File: src/rtl/dram_seq_pkg.sv
package dram_seq_pkg;
    typedef enum logic [2:0] {
        ST_ROW, ST_RAS, ST_COL_A, ST_CAS_A, ST_COL_B, ST_CAS_B, ST_PRE, ST_DONE
    } phase_e;

    typedef enum logic [1:0] {
        OWN_IDLE, OWN_CPU, OWN_VID
    } owner_e;
endpackage

File: src/rtl/dram_slot_arbiter.sv
module dram_slot_arbiter
    import dram_seq_pkg::*;
#(
    parameter int AW = 15
) (
    input  logic          clk,
    input  logic          rst_n,
    input  logic          slot_end,
    input  logic          fetch_active,
    input  logic          full_bw,
    input  logic          cpu_req,
    input  logic          cpu_we,
    input  logic [AW-1:0] cpu_addr,
    input  logic [AW-1:0] vid_addr,
    output owner_e        owner,
    output logic          slot_we,
    output logic [AW-1:0] slot_addr
);
    logic   odd_q;
    logic   vid_take;
    owner_e nxt_owner;

    always_comb begin
        // next slot is even when the current one is odd
        vid_take = fetch_active && (full_bw || odd_q);
        if (vid_take)
            nxt_owner = OWN_VID;
        else if (cpu_req)
            nxt_owner = OWN_CPU;
        else
            nxt_owner = OWN_IDLE;
    end

    always_ff @(posedge clk or negedge rst_n) begin
        if (!rst_n) begin
            odd_q     <= 1'b0;
            owner     <= OWN_IDLE;
            slot_we   <= 1'b0;
            slot_addr <= '0;
        end else if (slot_end) begin
            odd_q     <= ~odd_q;
            owner     <= nxt_owner;
            slot_we   <= (nxt_owner == OWN_CPU) && cpu_we;
            slot_addr <= vid_take ? vid_addr : cpu_addr;
        end
    end

    // in alternate mode video never takes two slots in a row
    assert_alternate_R7: assert property (@(posedge clk) disable iff (!rst_n)
        (slot_end && owner == OWN_VID && fetch_active && !full_bw) |=> (owner != OWN_VID));

    // video slots never write
    assert_vid_reads_R5: assert property (@(posedge clk) disable iff (!rst_n)
        (owner == OWN_VID) |-> !slot_we);
endmodule

File: src/rtl/dram_nibble_path.sv
module dram_nibble_path #(
    parameter int DQ_W = 4
) (
    input  logic              clk,
    input  logic              rst_n,
    input  logic              cap_lo,
    input  logic              cap_hi,
    input  logic              ld_wdata,
    input  logic              sel_hi,
    input  logic [2*DQ_W-1:0] cpu_wdata,
    input  logic [DQ_W-1:0]   dq_in,
    output logic [DQ_W-1:0]   dq_out,
    output logic [2*DQ_W-1:0] rd_data
);
    logic [DQ_W-1:0]   lo_q;
    logic [2*DQ_W-1:0] wdata_q;

    always_ff @(posedge clk or negedge rst_n) begin
        if (!rst_n) begin
            lo_q    <= '0;
            rd_data <= '0;
            wdata_q <= '0;
        end else begin
            if (ld_wdata) wdata_q <= cpu_wdata;
            if (cap_lo)   lo_q    <= dq_in;
            if (cap_hi)   rd_data <= {dq_in, lo_q};
        end
    end

    assign dq_out = sel_hi ? wdata_q[2*DQ_W-1:DQ_W] : wdata_q[DQ_W-1:0];

    // the high nibble is only taken two ticks after the low one
    assert_lo_before_hi_R4: assert property (@(posedge clk) disable iff (!rst_n)
        cap_hi |-> $past(cap_lo, 2));
endmodule

File: src/rtl/dram_slot_seq.sv
module dram_slot_seq
    import dram_seq_pkg::*;
#(
    parameter int RA_W = 8,
    parameter int DQ_W = 4
) (
    input  logic                clk,
    input  logic                rst_n,
    input  logic                fetch_active,
    input  logic                full_bw,
    input  logic                cpu_req,
    input  logic                cpu_we,
    input  logic [2*RA_W-2:0]   cpu_addr,
    input  logic [2*DQ_W-1:0]   cpu_wdata,
    input  logic [2*RA_W-2:0]   vid_addr,
    output logic                ram_ras_n,
    output logic                ram_cas_n,
    output logic                ram_we_n,
    output logic [RA_W-1:0]     ram_a,
    output logic [DQ_W-1:0]     ram_dq_out,
    output logic                ram_dq_oe,
    input  logic [DQ_W-1:0]     ram_dq_in,
    output logic [2*DQ_W-1:0]   rd_data,
    output logic                cpu_rd_valid,
    output logic                vid_rd_valid,
    output logic                cpu_clk_en
);
    localparam int AW = 2*RA_W - 1;

    phase_e          state, nxt_state;
    owner_e          owner;
    logic            slot_we;
    logic [AW-1:0]   slot_addr;
    logic            active, rd_slot, wr_slot;
    logic            cap_lo, cap_hi, sel_hi;
    logic [RA_W-1:0] row_a, col_a, col_b;

    assign active  = (owner != OWN_IDLE);
    assign wr_slot = active && slot_we;
    assign rd_slot = active && !slot_we;
    assign row_a   = slot_addr[AW-1:RA_W-1];
    assign col_a   = {slot_addr[RA_W-2:0], 1'b0};
    assign col_b   = {slot_addr[RA_W-2:0], 1'b1};

    dram_slot_arbiter #(.AW(AW)) u_arb (
        .clk          (clk),
        .rst_n        (rst_n),
        .slot_end     (state == ST_DONE),
        .fetch_active (fetch_active),
        .full_bw      (full_bw),
        .cpu_req      (cpu_req),
        .cpu_we       (cpu_we),
        .cpu_addr     (cpu_addr),
        .vid_addr     (vid_addr),
        .owner        (owner),
        .slot_we      (slot_we),
        .slot_addr    (slot_addr)
    );

    dram_nibble_path #(.DQ_W(DQ_W)) u_path (
        .clk       (clk),
        .rst_n     (rst_n),
        .cap_lo    (cap_lo),
        .cap_hi    (cap_hi),
        .ld_wdata  (state == ST_DONE),
        .sel_hi    (sel_hi),
        .cpu_wdata (cpu_wdata),
        .dq_in     (ram_dq_in),
        .dq_out    (ram_dq_out),
        .rd_data   (rd_data)
    );

    // state register
    always_ff @(posedge clk or negedge rst_n) begin
        if (!rst_n) state <= ST_ROW;
        else        state <= nxt_state;
    end

    always_comb begin
        unique case (state)
            ST_ROW:   nxt_state = ST_RAS;
            ST_RAS:   nxt_state = ST_COL_A;
            ST_COL_A: nxt_state = ST_CAS_A;
            ST_CAS_A: nxt_state = ST_COL_B;
            ST_COL_B: nxt_state = ST_CAS_B;
            ST_CAS_B: nxt_state = ST_PRE;
            ST_PRE:   nxt_state = ST_DONE;
            ST_DONE:  nxt_state = ST_ROW;
            default:  nxt_state = ST_ROW;
        endcase
    end

    // outputs
    always_comb begin
        ram_ras_n    = 1'b1;
        ram_cas_n    = 1'b1;
        ram_we_n     = 1'b1;
        ram_dq_oe    = 1'b0;
        ram_a        = row_a;
        sel_hi       = 1'b0;
        cap_lo       = 1'b0;
        cap_hi       = 1'b0;
        cpu_rd_valid = 1'b0;
        vid_rd_valid = 1'b0;
        cpu_clk_en   = 1'b0;
        unique case (state)
            ST_ROW: ram_a = row_a;
            ST_RAS: begin
                ram_ras_n = !active;
                ram_a     = row_a;
            end
            ST_COL_A: begin
                ram_ras_n = !active;
                ram_a     = col_a;
                ram_we_n  = !wr_slot;
                ram_dq_oe = wr_slot;
            end
            ST_CAS_A: begin
                ram_ras_n = !active;
                ram_cas_n = !active;
                ram_a     = col_a;
                ram_we_n  = !wr_slot;
                ram_dq_oe = wr_slot;
                cap_lo    = rd_slot;
            end
            ST_COL_B: begin
                ram_ras_n = !active;
                ram_a     = col_b;
                ram_we_n  = !wr_slot;
                ram_dq_oe = wr_slot;
                sel_hi    = 1'b1;
            end
            ST_CAS_B: begin
                ram_ras_n = !active;
                ram_cas_n = !active;
                ram_a     = col_b;
                ram_we_n  = !wr_slot;
                ram_dq_oe = wr_slot;
                sel_hi    = 1'b1;
                cap_hi    = rd_slot;
            end
            ST_PRE: ram_a = col_b;
            ST_DONE: begin
                ram_a        = col_b;
                cpu_rd_valid = rd_slot && (owner == OWN_CPU);
                vid_rd_valid = (owner == OWN_VID);
                cpu_clk_en   = (owner != OWN_VID);
            end
            default: ram_a = row_a;
        endcase
    end

    assert_cas_in_ras_R3: assert property (@(posedge clk) disable iff (!rst_n)
        !ram_cas_n |-> !ram_ras_n);

    assert_row_setup_R2: assert property (@(posedge clk) disable iff (!rst_n)
        $fell(ram_ras_n) |-> $stable(ram_a));

    assert_col_setup_R2: assert property (@(posedge clk) disable iff (!rst_n)
        $fell(ram_cas_n) |-> $stable(ram_a));

    assert_we_steady_R5: assert property (@(posedge clk) disable iff (!rst_n)
        !ram_cas_n |-> $stable(ram_we_n));

    assert_valid_excl_R4: assert property (@(posedge clk) disable iff (!rst_n)
        $onehot0({cpu_rd_valid, vid_rd_valid}));

    assert_no_en_in_video_R9: assert property (@(posedge clk) disable iff (!rst_n)
        vid_rd_valid |-> !cpu_clk_en);
endmodule

File: config.mk
export PLATFORM = sky130hd
export DESIGN_NAME = dram_slot_seq
export DESIGN_NICKNAME = d
export VERILOG_FILES = /design/src/rtl/dram_seq_pkg.sv /design/src/rtl/dram_slot_arbiter.sv /design/src/rtl/dram_nibble_path.sv /design/src/rtl/dram_slot_seq.sv
export SDC_FILE = /design/constraint.sdc
export NUM_CORES = 1
export LEC_CHECK = 0
export ABC_CLOCK_PERIOD_IN_PS = 2300
export CAP_MARGIN = 20
export CORE_ASPECT_RATIO = 0.75
export CORE_MARGIN = 3
export CORE_UTILIZATION = 45
export CTS_CLUSTER_DIAMETER = 80
export CTS_CLUSTER_SIZE = 30
export DETAILED_ROUTE_END_ITERATION = 7
export PLACE_DENSITY = 0.81
export SLEW_MARGIN = 20
export SYNTH_ARGS = -nofsm -noshare
export SYNTH_HDL_FRONTEND = slang
export SYNTH_SLANG_ARGS = --single-unit
export TNS_END_PERCENT = 20
File: constraint.sdc
create_clock -name clk -period 2.3 [get_ports clk]
set_input_delay 0.345 -clock clk [delete_from_list [all_inputs] [get_ports clk]]
set_output_delay 0.345 -clock clk [all_outputs]
set_load 0.03 [all_outputs]
# == Yosys cells after proc, flatten, opt, wreduce, memory -nomap -nowiden ==
# Memory sizes are Yosys's and may differ from the RTL's. A register that Yosys moved wholly into a read port is not among the register bits.
# Index checks and enable logic that the tools add are counted.
# Widths: inputs -> output; s select.
# word_totals
rom_bits,24
regBits,39
in_bits,48
memories,1
# classes
reduce_logical,19
bitwise_logic,1
mux,15
eq_ne,11
# memory_table
name,words,width,rd,rd_clocked_by_memory_dff,write_ports,line_no,rtl
(name not given),8,3,1,1,0,dram_slot_seq.sv:80,unique case (state)
# op_table
cell,count
$pmux 8 s3,1
$mux 15,1
$eq 3x3->1 const B,4
$mux 1,11
$reduce_or 2->1,4
$reduce_or 4->1,2
$eq 3x2->1 const B,2
$logic_and 1x1->1,5
$reduce_or 5->1,1
$eq 2x1->1 const B,2
$logic_not 1->1,4
$mux 4,1
$eq 3x1->1 const B,1
$logic_not 3->1,1
$eq 2x2->1 const B,1
$mux 2,1
$ne 2x2->1 const B,1
$reduce_bool 2->1,1
$logic_or 1x1->1,1
$not 1->1,1

# == Logic depth before layout (Yosys ltp) ==
# depth
depth_word,5
depth_mapped,6

# == Hierarchy ==
# Synthesis repeated with hierarchy kept, for this count alone.
# unflattened
cells_unflattened,192
area_unflattened_um2,2334.7
# modules_own_cells
module,area_per_inst_um2,cells_per_inst,n_inst,seq_area_each_um2
dram_slot_arbiter,1084.8,100,1,475.5
dram_nibble_path,853.3,46,1,500.5
dram_slot_seq,396.6,46,1,75.1

# == Worst setup path before layout ==
# OpenSTA, ideal clock, no wires.
# synth_path
kind,flip-flop to output port
start,register state[1]
end,output cpu_rd_valid
slack_ps,-2
n_path_buf,2
stages_incl_launch_ff,6
t_arrival_ps,1957
path_cell_list,dfrtp_1 -> ha_1 -> nand2_1 -> buf_2 -> buf_2 -> nor4_1
# synth_via
elab_chain_len,2
# synth_lines
item,line_no,rtl
start: declaration,dram_slot_seq.sv:30,"phase_e state, nxt_state;"
$eq 3x3->1,dram_slot_seq.sv:106,unique case (state)
$mux 1,dram_slot_seq.sv:106,
end: declaration,dram_slot_seq.sv:24,"output logic cpu_rd_valid,"
# Every way passes these cells.

# == Worst setup path after layout ==
# layout_path
start,register state[0]
end,output ram_a[5]
# layout_via
elab_chain_len,3
# layout_lines
item,line_no,rtl
"$eq 3x3->1, or another cell as far along",dram_slot_seq.sv:106,
$reduce_or 4->1 (no line) or $reduce_or 2->1 (tied branches),-,
$pmux 8 s3 *,dram_slot_seq.sv:106,
end: declaration,dram_slot_seq.sv:19,"output logic [RA_W-1:0] ram_a,"
# Every way passes the cells marked *; elsewhere a longest branch is shown, timed or not.

==> impl_metrics.py <==
metrics = {
    "outcome": {
        "status": "completed",
    },
    "global_route": {
        "grt_pass1_wl_um": 7800,
        "overflow": 0,
        "grt_use_total": 0.182,
        "antenna_found_initial": 0,
        "grt_pass1_vias": 1642,
        "grt_max_degree": 29,
    },
    "cts": {
        "cts_tree": "built",
        "clk_pin_slew_ns": 0.07,
        "ctsLongestPathBuffers": 2,
        "cts_root_buf": "clkbuf_8",
        "cts_max_level": 2,
        "numCtsBuffers": 5,
        "clk_latency_ns": 0.29,
        "clkSinkCount": 42,
    },
    "worst_hold_path": {
        "min_path_cells": 2,
        "min_from": "u_arb.slot_addr[7]$_DFFE_PN0P_",
        "hp-class": "register to register",
    },
    "routing": {
        "first_pass_iters": 4,
        "via_per_inst": 5.01,
        "drc_errors": 0,
        "drtIter0Drc": 37,
        "routed_wl_um": 4580,
        "wl_per_cell_um": 14.1,
        "drtAntennaViolNets": 0,
        "vias": 1632,
    },
    "final_layout": {
        "final_area_um2": 3020,
        "layoutNonFillerInstCount": 326,
        "layout_commonest_cell": "clkdlybuf4s50_1",
        "antenna_cells": 0,
        "layout_common_cells": "clkdlybuf4s50_1, dfrtp_1, nand2_1",
        "nets": 325,
        "area_growth_pct": 47.1,
        "seqCellArea_um2": 1050,
        "drive_gt1_frac": 0.262,
        "n_fill_cell": 349,
        "multiInputGateArea_um2": 981,
    },
    "setup_path": {
        "cp.arrival_ns": 1.90,
        "crit_slowest_cell": "dfrtp_1",
        "crit_cells": 6,
        "cp_common_cell": "buf_4",
        "cp-start-kind": "register",
        "cp.required_ns": 1.96,
        "r2r_cells": 6,
        "critPathMaxStageDelay_ns": 0.38,
        "cp-end-kind": "primary output",
        "critical-path-top-delay-family": "compound AO/OA/AOI/OAI gates",
        "path_max_fanout": 7,
        "path_cells": "buf_4 > ha_2 > o41ai_4 > and2b_2 > o21ai_1 > buf_4",
        "path_buf_inv": 2,
        "timing.rr.start": "state[0]$_DFF_PN0_",
        "criticalPathCategory": "register to primary output",
        "crit_start": "state[0]$_DFF_PN0_",
    },
    "sta": {
        "fmax_mhz": 446,
        "rsz0062_at_grt": "true",
        "drv_slew": 0,
        "finalClockSkew_ns": 0.00492,
        "max-slew-margin-rel": 0.663,
        "fin_setup_tns_ns": 0,
        "period_share": 0.976,
        "setup_violations": 0,
        "tightest_slew_ns": 0.503,
        "final.min_clock_period_ns": 2.24,
        "hold_violations": 0,
    },
    "power": {
        "p_per_area_nw_per_um2": 580,
        "ir_worst_vdd_mv": 0.335,
        "p_leak_nw": 1.39,
    },
    "floorplan": {
        "row_count": 20,
        "dieArea_um2": 5420,
        "die_x_um": 84.0,
        "core_area_um2": 4230,
        "die_y_um": 64.5,
        "start_util": 0.486,
        "io_pins": 75,
    },
    "yosys": {
        "syn_avg_cell_area_um2": 11.2,
        "ys_ff_latch": 42,
        "yosysSeqAreaShare": 0.511,
        "synthDistinctLibCells": 25,
        "syn-cell-area_um2": 2060,
        "yosysWarnings": 0,
        "synth_nets": 239,
        "synthCells": 184,
        "synth_largest_area_cell": "dfrtp_1",
        "synth_ff_type": "dfrtp_1",
        "ys_top_cells_by_area": "dfrtp_1, mux2_2, mux2i_1, o21ai_0, nand2_1",
        "async_reset_ff_frac": 1.00,
        "synth_edf_count": 0,
        "synth_top_cell_area_share": 0.511,
    },
    "placement": {
        "hpwlAfterDp_um": 3410,
        "place_inst": 316,
        "gp_congestion": 0.808,
        "placed_area_um2": 2900,
        "port_buffers": 74,
    },
    "run": {
        "cap_violations": 0,
    },
}
==> synth_stat cells, types with 2 or more instances <==
| library cell | instances |
|---|---|
| dfrtp_1 | 42 |
| nand2_1 | 31 |
| o21ai_0 | 27 |
| mux2_2 | 24 |
| mux2i_1 | 15 |
| ha_1 | 7 |
| nand2b_1 | 7 |
| inv_1 | 5 |
| clkbuf_1 | 4 |
| a21oi_1 | 3 |
| buf_2 | 3 |
| buf_4 | 2 |
| or2_2 | 2 |
==> metal layers <==
layer | global-route usage | vias up | routed length (um)
met2 | 0.283 | 45 | 2170
met5 | 0 | - | 0
met1 | 0.239 | 786 | 2110
li1 | - | 799 | -
met3 | 0.0673 | 2 | 275
met4 | 0.0542 | 0 | 21
==> flip-flops by register name, indices dropped and copies added, names as in the netlist <==
signal,flops
u_path.wdata_q,8
state,3
u_path.rd_data,8
u_path.lo_q,4
u_arb.slot_we,1
u_arb.odd_q,1
u_arb.slot_addr,15
u_arb.owner,2
==> report_power, final <==
part           total, W  internal [W]  switching, W
logic          0.000354      0.000187      0.000167
clock network  0.000563      0.000325      0.000238
registers      0.000839      0.000802     0.0000368
==> worst reg2reg max path, cell delays in order, from the launching register on <==
cell	delay, ns
dfrtp_1	0.38
buf_4	0.15
ha_2	0.20
buf_4	0.15
nand2_1	0.17
buf_4	0.33
mux2_2	0.38
==> final cells by class <==
| cell class | instances | area share |
|---|---|---|
| timing repair buffer | 88 | 0.264 |
| clock inverter | 1 | 0.00993 |
| tap | 55 | 0.0228 |
| inverter | 5 | 0.00621 |
| clock buffer | 7 | 0.0252 |
| multi-input combinational | 128 | 0.324 |
| sequential | 42 | 0.348 |
==> metrics by stage <==
step                power (W)  worst slack, ns  hold slack [ns]  utilization
floorplan             0.00102            0.103           0.0494            -
global placement      0.00121           -0.154            0.312        0.686
detailed placement    0.00121           -0.189            0.313        0.686
CTS                   0.00178           -0.106            0.487        0.714
global route          0.00185          -0.0503            0.505        0.715
finish                0.00176           0.0554            0.489        0.715
==> final timing paths <==
check / to / slack, ns
worst max-delay path: ram_a[5] / 0.06
max in group asynchronous: u_path.rd_data[2]$_DFFE_PN0P_ / 1.12
worst min-delay path: u_arb.slot_addr[7]$_DFFE_PN0P_ / 0.49
worst max register to register: u_path.wdata_q[4]$_DFFE_PN0P_ / 0.43
worst min register to register: u_arb.slot_addr[7]$_DFFE_PN0P_ / 0.49
min in group asynchronous: u_path.wdata_q[1]$_DFFE_PN0P_ / 0.53
==> cells by family (layout without fill, tap and decap cells) <==
logic type / count (synthesis) / count (layout) / share of synthesized area
adder cells (fa/ha/maj): 7 / 7 / 0.0426
buffers and inverters: 14 / 101 / 0.0310
AND/OR/NAND/NOR: 48 / 48 / 0.121
multiplexers: 39 / 39 / 0.205
flip-flops: 42 / 42 / 0.511
XOR/XNOR: 2 / 2 / 0.00852
AO/OA/AOI/OAI: 32 / 32 / 0.0816
==> timing repair <==
item / in CTS / in global routing
setup buffers: 0 / 1
endpoints found under the hold margin: 19 / 0
pin swaps: 0 / 1
hold buffers: 1 / 0
endpoints found under the setup margin: 14 / 13
resized for setup: 35 / 33
Note: power is estimated with default switching activity, not from simulation.
